**config.mk**
```make
export PLATFORM = sky130hd
export DESIGN_NAME = dual_issue_interlock
export DESIGN_NICKNAME = d
export VERILOG_FILES = /design/src/rtl/ldu_pkg.sv /design/src/rtl/ldu_loaduse_cmp.sv /design/src/rtl/ldu_pair_dep.sv /design/src/rtl/ldu_stall_policy.sv /design/src/rtl/dual_issue_interlock.sv
export SDC_FILE = /design/constraint.sdc
export NUM_CORES = 1
export LEC_CHECK = 0
export ABC_AREA = 1
export BUFFER_PORTS_ARGS = -buffer_cell sky130_fd_sc_hd__buf_4
export CAP_MARGIN = 20
export CORE_ASPECT_RATIO = 1.5
export CORE_UTILIZATION = 50
export CTS_CLUSTER_DIAMETER = 50
export DETAILED_ROUTE_END_ITERATION = 8
export PLACE_DENSITY = 0.86
export RECOVER_POWER = 25
export SETUP_SLACK_MARGIN = 0.02
export SLEW_MARGIN = 25
export SYNTH_ARGS = -nofsm -noshare
export SYNTH_HDL_FRONTEND = slang
export SYNTH_SLANG_ARGS = --single-unit
```
**constraint.sdc**
```tcl
create_clock -name clk -period 2.9 [get_ports clk]
set_input_delay 0.435 -clock clk [delete_from_list [all_inputs] [get_ports clk]]
set_output_delay 0.435 -clock clk [all_outputs]
set_load 0.02 [all_outputs]
```
**src/rtl/ldu_pkg.sv**
```systemverilog
package ldu_pkg;
  typedef enum logic {
    POLICY_RIGID = 1'b0,
    POLICY_FLUID = 1'b1
  } stall_policy_e;

  localparam int unsigned PAIR_W = 2;
  localparam int unsigned SLOT_OLD = 0;
  localparam int unsigned SLOT_YOUNG = 1;
endpackage

```
**src/rtl/ldu_loaduse_cmp.sv**
```systemverilog
module ldu_loaduse_cmp #(
  parameter int unsigned RW = 5,
  parameter int unsigned NPROD = 2
) (
  input  logic [NPROD-1:0]         prod_valid,
  input  logic [NPROD-1:0]         prod_load,
  input  logic [NPROD-1:0][RW-1:0] prod_rd,
  input  logic                     cons_valid,
  input  logic [RW-1:0]            cons_rs1,
  input  logic [RW-1:0]            cons_rs2,
  output logic                     hit
);
  logic [NPROD-1:0] match;

  for (genvar p = 0; p < NPROD; p++) begin : g_prod
    logic live;
    assign live = prod_valid[p] && prod_load[p] && (prod_rd[p] != '0);
    assign match[p] = live && cons_valid &&
                      ((cons_rs1 == prod_rd[p]) || (cons_rs2 == prod_rd[p]));
  end

  assign hit = |match;
endmodule

```
**src/rtl/ldu_pair_dep.sv**
```systemverilog
module ldu_pair_dep #(
  parameter int unsigned RW = 5
) (
  input  logic          old_valid,
  input  logic          old_wr,
  input  logic [RW-1:0] old_rd,
  input  logic          young_valid,
  input  logic [RW-1:0] young_rs1,
  input  logic [RW-1:0] young_rs2,
  output logic          dep
);
  logic producer;
  assign producer = old_valid && old_wr && (old_rd != '0);
  assign dep = producer && young_valid &&
               ((young_rs1 == old_rd) || (young_rs2 == old_rd));
endmodule

```
**src/rtl/ldu_stall_policy.sv**
```systemverilog
module ldu_stall_policy
  import ldu_pkg::*;
#(
  parameter stall_policy_e POLICY = POLICY_RIGID
) (
  input  logic haz_old,
  input  logic haz_young,
  input  logic old_valid,
  input  logic young_valid,
  output logic stall_old,
  output logic stall_young,
  output logic pair_issue,
  output logic old_alone
);
  if (POLICY == POLICY_FLUID) begin : g_fluid
    assign stall_old   = haz_old;
    assign stall_young = haz_old || haz_young;
    assign old_alone   = old_valid && !haz_old && haz_young;
  end else begin : g_rigid
    logic any_haz;
    assign any_haz     = haz_old || haz_young;
    assign stall_old   = any_haz;
    assign stall_young = any_haz;
    assign old_alone   = 1'b0;
  end

  assign pair_issue = old_valid && young_valid && !stall_old && !stall_young;
endmodule

```
**src/rtl/dual_issue_interlock.sv**
```systemverilog
module dual_issue_interlock
  import ldu_pkg::*;
#(
  parameter int unsigned   REG_ADDR_W = 5,
  parameter stall_policy_e POLICY     = POLICY_RIGID
) (
  input  logic                             clk,
  input  logic                             rst,
  input  logic [PAIR_W-1:0]                em_valid,
  input  logic [PAIR_W-1:0]                em_is_load,
  input  logic [PAIR_W-1:0][REG_ADDR_W-1:0] em_rd,
  input  logic [PAIR_W-1:0]                dx_valid,
  input  logic [PAIR_W-1:0][REG_ADDR_W-1:0] dx_rs1,
  input  logic [PAIR_W-1:0][REG_ADDR_W-1:0] dx_rs2,
  input  logic [REG_ADDR_W-1:0]            dx_old_rd,
  input  logic                             dx_old_wr,
  output logic                             stall_old,
  output logic                             stall_young,
  output logic                             pair_issue,
  output logic                             old_alone
);
  logic [PAIR_W-1:0] lu_hit;
  logic              in_pair;
  logic              haz_old, haz_young;
  logic              nx_stall_old, nx_stall_young, nx_pair, nx_alone;

  for (genvar s = 0; s < PAIR_W; s++) begin : g_slot
    ldu_loaduse_cmp #(.RW(REG_ADDR_W), .NPROD(PAIR_W)) u_cmp (
      .prod_valid (em_valid),
      .prod_load  (em_is_load),
      .prod_rd    (em_rd),
      .cons_valid (dx_valid[s]),
      .cons_rs1   (dx_rs1[s]),
      .cons_rs2   (dx_rs2[s]),
      .hit        (lu_hit[s])
    );
  end

  ldu_pair_dep #(.RW(REG_ADDR_W)) u_dep (
    .old_valid   (dx_valid[SLOT_OLD]),
    .old_wr      (dx_old_wr),
    .old_rd      (dx_old_rd),
    .young_valid (dx_valid[SLOT_YOUNG]),
    .young_rs1   (dx_rs1[SLOT_YOUNG]),
    .young_rs2   (dx_rs2[SLOT_YOUNG]),
    .dep         (in_pair)
  );

  assign haz_old   = lu_hit[SLOT_OLD];
  assign haz_young = lu_hit[SLOT_YOUNG] || in_pair;

  ldu_stall_policy #(.POLICY(POLICY)) u_pol (
    .haz_old     (haz_old),
    .haz_young   (haz_young),
    .old_valid   (dx_valid[SLOT_OLD]),
    .young_valid (dx_valid[SLOT_YOUNG]),
    .stall_old   (nx_stall_old),
    .stall_young (nx_stall_young),
    .pair_issue  (nx_pair),
    .old_alone   (nx_alone)
  );

  always_ff @(posedge clk) begin
    if (rst) begin
      stall_old   <= 1'b0;
      stall_young <= 1'b0;
      pair_issue  <= 1'b0;
      old_alone   <= 1'b0;
    end else begin
      stall_old   <= nx_stall_old;
      stall_young <= nx_stall_young;
      pair_issue  <= nx_pair;
      old_alone   <= nx_alone;
    end
  end
endmodule

```
Word level (Yosys, flattened, before mapping) --
Index checks and enable logic that the tools add are counted.
Storage, ports and cells: flip-flop bits (word level) 2, latch bits 0, RAM bits 0, ROM bits 0, input bits 44, output and inout port bits 4, word-level logic and storage cells 44, memories kept 0
Operators by class: add/subtract/negate cells 0, multiply operators 0, divide/modulo/power cells 0, magnitude comparators 0, equality and inequality tests 10, shift operators 0, muxes and demuxes 0, bitwise gates (word level) 0, reduce and logical (&&, ||, !) cells 32
Operator list (number):
- 5-bit equality test | 10
- 1-bit logical AND | 19
- 5-bit nonzero test | 3
- 1-bit logical OR | 7
- 2-bit OR reduction | 2
- 1-bit zero test | 1

Longest topological paths before layout --
Gate-level depths: netlist of the first run.
depth after elaboration 10, mapped depth 11, mapped depth without buffers 10

Modules after synthesis --
A second synthesis of the first run with hierarchy kept.
Second synthesis, totals: cells, all modules 256, area, all modules 1148.6 um^2
By module, submodules not included:
- ldu_loaduse_cmp | instances 2, cells an instance 94, area each 392.9 um^2, sequential area each 0.0 um^2
- ldu_pair_dep | instances 1, cells an instance 45, area each 198.9 um^2, sequential area each 0.0 um^2
- dual_issue_interlock | instances 1, cells an instance 15, area each 121.4 um^2, sequential area each 80.1 um^2
- ldu_stall_policy | instances 1, cells an instance 8, area each 42.5 um^2, sequential area each 0.0 um^2

Least setup slack after synthesis of the first run --
OpenSTA, ideal clock, no wires.
path type input-to-reg, from in em_rd[2] (netlist name), to reg stall_young, setup time 110 ps, data arrival time 1147 ps, data required time 2790 ps, setup slack 1643 ps, stages 9, buffers on the path 1, cell sequence buf_4 > xor2_1 > nor2_1 > nand3_1 > nand2_1 > nand2_1 > nand2_4 > nor2_2 > nor2_2
On the way: word-level cells in the longest chain between the ends 7, elaborated cells on any way between the ends 16, those cells by class 4 x eq/ne; 12 x reduce/logical
RTL lines:
- start: declaration | line dual_issue_interlock.sv:11 | input logic [PAIR_W-1:0][REG_ADDR_W-1:0] em_rd,
- 5-bit nonzero test | line ldu_loaduse_cmp.sv:17 | assign live = prod_valid[p] && prod_load[p] && (prod_rd[p] != '0);
- 1-bit logical AND | line ldu_loaduse_cmp.sv:17
- 1-bit logical AND (2 in a row) | line ldu_loaduse_cmp.sv:18 | assign match[p] = live && cons_valid &&
- 2-bit OR reduction | line ldu_loaduse_cmp.sv:22 | assign hit = |match;
- 1-bit logical OR | line dual_issue_interlock.sv:50 | assign haz_young = lu_hit[SLOT_YOUNG] || in_pair;
- 1-bit logical OR (*) | line ldu_stall_policy.sv:21 | assign any_haz = haz_old || haz_young;
- end signal: assignment | line dual_issue_interlock.sv:71 | stall_young <= nx_stall_young;
- end: declaration | line dual_issue_interlock.sv:18 | output logic stall_young,
Mark *: on every way between the ends. The rest lies on a longest branch, timed or not. A chain may end at the register's enable or synchronous reset.

Final worst setup path of the first run --
from in dx_old_rd[3], to reg stall_young
On the way: word-level cells in the longest chain between the ends 6, elaborated cells on any way between the ends 9, those cells by class 2 x eq/ne; 7 x reduce/logical
RTL lines:
- start: declaration | line dual_issue_interlock.sv:15 | input logic [REG_ADDR_W-1:0] dx_old_rd,
- 5-bit nonzero test | line ldu_pair_dep.sv:13 | assign producer = old_valid && old_wr && (old_rd != '0);
- 1-bit logical AND | line ldu_pair_dep.sv:13
- 1-bit logical AND | line ldu_pair_dep.sv:14 | assign dep = producer && young_valid &&
- 1-bit logical AND (*) | line ldu_pair_dep.sv:14
- 1-bit logical OR (*) | line dual_issue_interlock.sv:50
- 1-bit logical OR (*) | line ldu_stall_policy.sv:21
Marks and branches as above.

==> results of run 1 <==
area by class of cell:
type | count | area, sq um | area share (%)
sequential | 2 | 40.04 | 2.988
multi-input combinational | 166 | 785.8 | 58.64
clock buffer | 3 | 22.52 | 1.681
timing repair buffer | 46 | 341.6 | 25.49
inverter | 33 | 123.9 | 9.244
tap | 21 | 26.28 | 1.961
power by group through the flow:
| stage | Sequential, mW | Combinational [mW] | Clock (mW) |
|---|---|---|---|
| CTS | 0.0291 | 0.173 | 0.0662 |
| finish | 0.0291 | 0.172 | 0.0656 |
| floorplan | 0.0308 | 0.0980 | 0 |
| global route | 0.0292 | 0.194 | 0.0671 |
| global placement | 0.0294 | 0.172 | 0 |
| detailed placement | 0.0295 | 0.173 | 0 |
routing by layer:
layer	wire (um)	share of wire, %	vias to the layer above	global-route usage, %
met1	977	40	531	26.09
met5	0	0	-	0
li1	-	-	689	-
met3	65	2.7	3	2.372
met2	1370	56	25	46.90
met4	15	0.62	0	5.911
sequential cells by signal, summed over array words and instances, names as in the netlist:
name,count
stall_young,1
pair_issue,1
Yosys cell counts:
cell,instances
conb_1,1
a21oi_1,1
nand4_1,2
inv_1,26
nand3_2,1
nor2_2,2
nor3_2,1
dfxtp_1,2
xor2_1,12
buf_4,7
nor2_1,29
nand2_1,90
xnor2_1,10
nand2_4,1
or2_2,1
nor3_1,1
nand3_1,14
inv_2,7
through the flow:
| stage | power [mW] | utilization (%) |
|---|---|---|
| 6_report | 0.2664 | 72.27 |
| 5_1_grt | 0.2898 | 72.27 |
| 4_1_cts | 0.2687 | 72.47 |
| 3_5_place_dp | 0.2024 | 71.26 |
| 3_3_place_gp | 0.2015 | 71.26 |
| 2_1_floorplan | 0.1288 | - |
cells by family (layout without fill, tap and decap cells):
logic type,count (synthesis),count (layout),synth area share [%]
flops,2,2,3.995
xor+xnor,22,22,19.23
compound gates,1,1,0.4989
other cells,1,1,0.3742
simple gates,142,142,58.30
buf+inv,40,82,17.60
final timing paths:
path	from	end	cells past startpoint
worst min-delay path	rst	stall_young	2
worst max-delay path	dx_old_rd[3]	stall_young	9
==> results.yml, run 1 <==
floorplanning:
  die-area_sq_mm: 0.002191
  start_util_pct: 54.05
  row_count: 19
  pin_count: 48
  die_h_um: 56.84
  core_area_sq_mm: 0.001854
  fp.dieW_um: 38.56
power:
  powerDensity_mw_per_mm2: 198.8
  p_leak_nw: 0.8709
  switchingPower_uw: 108.0
  ir_drop_mv: 0.1235
  p_comb_share_pct: 64.5
  clkPwrFrac_pct: 24.6
  intPower_uw: 158.3
  seqPwrFrac_pct: 10.9
  netSwitchingFraction_pct: 40.56
cells_and_area:
  area.growth.synth_to_final_pct: 33.71
  nets: 296
  fillers: 200
  fin_cells: 271
  fin_area_sq_mm: 0.001340
  layout-drive-gt1-share_pct: 24.40
  final_cell_mix: "nand2_1 (90), buf_4 (45), nor2_1 (29), inv_1 (26), nand3_1 (14)"
  mostFrequentLayoutCell: "nand2_1"
  diodes: 0
drt:
  drtIter0Drc: 17
  wirelength_um: 2428
  dr.pass1.iters: 6
  wl_per_cell_um: 8.959
  viasPerCell: 4.605
  drc: 0
  drt.antenna.violating_nets: 0
  vias: 1248
timing:
  period_needed_ps: 1202
  fin_ws_ps: 1698
  report.final.slew_viol_count: 0
  fmax_ghz: 0.8322
  hold_viol_final: 0
  fin_crit_sh_pct: 41.43
  hold_ws_ps: 363.4
  rsz0062_at_grt: "no"
  setup_tns_ps: 0
  finalSetupViolCount: 0
placed_design:
  portBuffers: 46
  placed_area_sq_mm: 0.001321
  place_inst: 268
  post-dp-hpwl_um: 2178
  gp_congestion: 0.8849
  pre_cts_ws_ps: 1456
synth:
  syn_nets: 252
  yosysWarnings: 0
  synth_seq_cells: 2
  synth_area_leaders: "nand2_1 (34%), nor2_1 (11%), xor2_1 (10%)"
  ys_seq_area_share_pct: 3.995
  syn_avg_cell_area_sq_um: 4.818
  synth_area_leader_cell: "nand2_1"
  synth_top_cell_area_share_pct: 33.71
  syn_area_sq_mm: 0.001002
  synth_cell_types: 18
  postSynthCellCount: 208
cts:
  cts_root_buffer: "clkbuf_4"
  cts_tree: "done"
  hold_buffers: 0
  clk_pin_slew_ps: 30
  cts_made_buffers: 3
  cts.htree.levels: 1
  post_cts_buffers: 0
  ctsResizeCount: 0
  clock-sinks: 2
  ctsLongestPathBuffers: 2
global_route:
  grt_pass1_wl_um: 4064
  grt_max_degree: 8
  grt_overflow: 0
  grt.total_usage_pct: 24.43
  antenna_found_initial: 0
  grt_pass1_vias: 1113
setup_path:
  crit_arrival_ps: 1330
  worstSetupPathType: "input pin to register"
  critPathLaunchType: "input pin"
  path_delay_family: "simple AND/OR/NAND/NOR gates"
  crit_buf_inv: 2
  crit_fanout: 4
  slowest_delay_ps: 230
  crit_required_ps: 3030
  crit_chain: "buf_4 -> nor3_1 -> nand3_1 -> nand3_1 -> inv_1 -> nand2_1 -> nand3_2 -> nor2_2 -> nor2_2"
  cpMaxStageDelayCell: "nor3_1"
  critical_path.endpoint_type: "register"
flow_run:
  cap_viol_max_count: 0
outcome:
  status: "completed"
worst_hold_path:
  hold_class: "input pin to register"
(Power assumes the default switching activity.)
==> run 2, diff against run 1 <==
--- a/config.mk
+++ b/config.mk
@@ -9,10 +9,10 @@
 export BUFFER_PORTS_ARGS = -buffer_cell sky130_fd_sc_hd__buf_4
 export CAP_MARGIN = 20
 export CORE_ASPECT_RATIO = 1.5
-export CORE_UTILIZATION = 50
+export CORE_UTILIZATION = 42
 export CTS_CLUSTER_DIAMETER = 50
 export DETAILED_ROUTE_END_ITERATION = 8
-export PLACE_DENSITY = 0.86
+export PLACE_DENSITY = 0.78
 export RECOVER_POWER = 25
 export SETUP_SLACK_MARGIN = 0.02
 export SLEW_MARGIN = 25
==> constraint.sdc (replaced) <==
create_clock -name clk -period 1 [get_ports clk]
set_input_delay 0.15 -clock clk [delete_from_list [all_inputs] [get_ports clk]]
set_output_delay 0.15 -clock clk [all_outputs]
set_load 0.02 [all_outputs]
==> results.yml, run 2 (synthesized netlist as in run 1, its figures left out) <==
outcome:
  status: "completed"
global_route:
  grt_max_degree: 8
  grt_pass1_vias: 1163
  grt_overflow: 0
  grt.total_usage_pct: 20.94
  grt_pass1_wl_um: 4278
  antenna_found_initial: 0
worst_hold_path:
  hold_class: "input pin to register"
timing:
  report.final.slew_viol_count: 0
  fin_ws_ps: 108.3
  period_needed_ps: 891.7
  fin_crit_sh_pct: 89.17
  rsz0062_at_grt: "no"
  setup_tns_ps: 0
  hold_ws_ps: 85.79
  finalSetupViolCount: 0
  fmax_ghz: 1.121
  hold_viol_final: 0
cells_and_area:
  final_cell_mix: "nand2_1 (90), buf_4 (46), nor2_1 (29), inv_1 (26), nand3_1 (14)"
  nets: 297
  top_regs: "pair_issue x1, stall_young x1"
  area.growth.synth_to_final_pct: 34.83
  mostFrequentLayoutCell: "nand2_1"
  layout-drive-gt1-share_pct: 25.10
  fin_cells: 274
  diodes: 0
power:
  p_total_uw: 769.8
  p_leak_nw: 0.8791
  ir_drop_mv: 0.2476
  powerDensity_mw_per_mm2: 569.7
cts:
  cts_made_buffers: 3
  clock-sinks: 2
  clk_pin_slew_ps: 30
  ctsLongestPathBuffers: 2
  post_cts_buffers: 0
  cts.htree.levels: 1
  ctsResizeCount: 0
  cts_root_buffer: "clkbuf_4"
  cts_tree: "done"
  hold_buffers: 0
placed_design:
  portBuffers: 46
  place_inst: 271
  post-dp-hpwl_um: 2241
  pre_cts_ws_ps: -141.6
  gp_congestion: 0.8607
drt:
  wl_per_cell_um: 9.135
  drt.antenna.violating_nets: 0
  wirelength_um: 2503
  viasPerCell: 4.423
  drtIter0Drc: 18
  drc: 0
  vias: 1212
  dr.pass1.iters: 6
floorplanning:
  row_count: 21
  die_h_um: 61.83
  pin_count: 48
  die-area_sq_mm: 0.002590
  core_area_sq_mm: 0.002233
  start_util_pct: 44.87
  fp.dieW_um: 41.89
setup_path:
  worstSetupPathType: "input pin to register"
  critical_path.endpoint_type: "register"
  critPathLaunchType: "input pin"
  crit_required_ps: 1120
  crit_fanout: 4
  crit_arrival_ps: 1010
flow_run:
  cap_viol_max_count: 0
## run 2: cell types whose count changed in the layout (fill, tap and decap cells not counted)
cell / change
buf_4: +1
clkbuf_1: -1
clkbuf_2: +1
## run 2: per-layer routing
layer	global-route usage, %	share of wire [%]	wire, um	up-vias
met5	0	0	0	-
li1	-	-	-	691
met1	21.14	39	985	486
met2	42.86	55	1385	31
met3	4.335	3.9	97	4
met4	6.452	1.4	34	0
## run 2: layout make-up
cell class	instances	area [sq um]
Fill cell	252	882.1
Tap cell	23	28.78
Clock buffer	3	22.52
Multi-Input combinational cell	166	785.8
Timing Repair Buffer	47	350.3
Inverter	33	123.9
Sequential cell	2	40.04
## run 2: stage by stage
stage               area, sq um  util [%]
detailed placement         1331     59.61
global placement           1331     59.61
finish                     1351     60.50
floorplan                  1002         -
global route               1351     60.50
CTS                        1354     60.62
## run 2: path summary, 6_finish.rpt
check / slack, ps / start / cells after the start / endpoint
max: 110 / dx_old_rd[3] / 9 / stall_young
min: 90 / rst / 2 / stall_young
## run 2: where the power goes
part,internal (mW),leakage [nW],switching [mW]
Clock,0.133,0.0138,0.0482
Combinational,0.245,0.849,0.259
Sequential,0.0835,0.0163,0.000985
Total,0.462,0.879,0.308
## run 2: worst max-delay path: stages
cell     delay [ps]
buf_4           120
nor3_1          210
nand3_1         110
nand3_1          80
inv_1            40
nand2_1          70
nand3_2          90
nor2_2          110
nor2_2           30
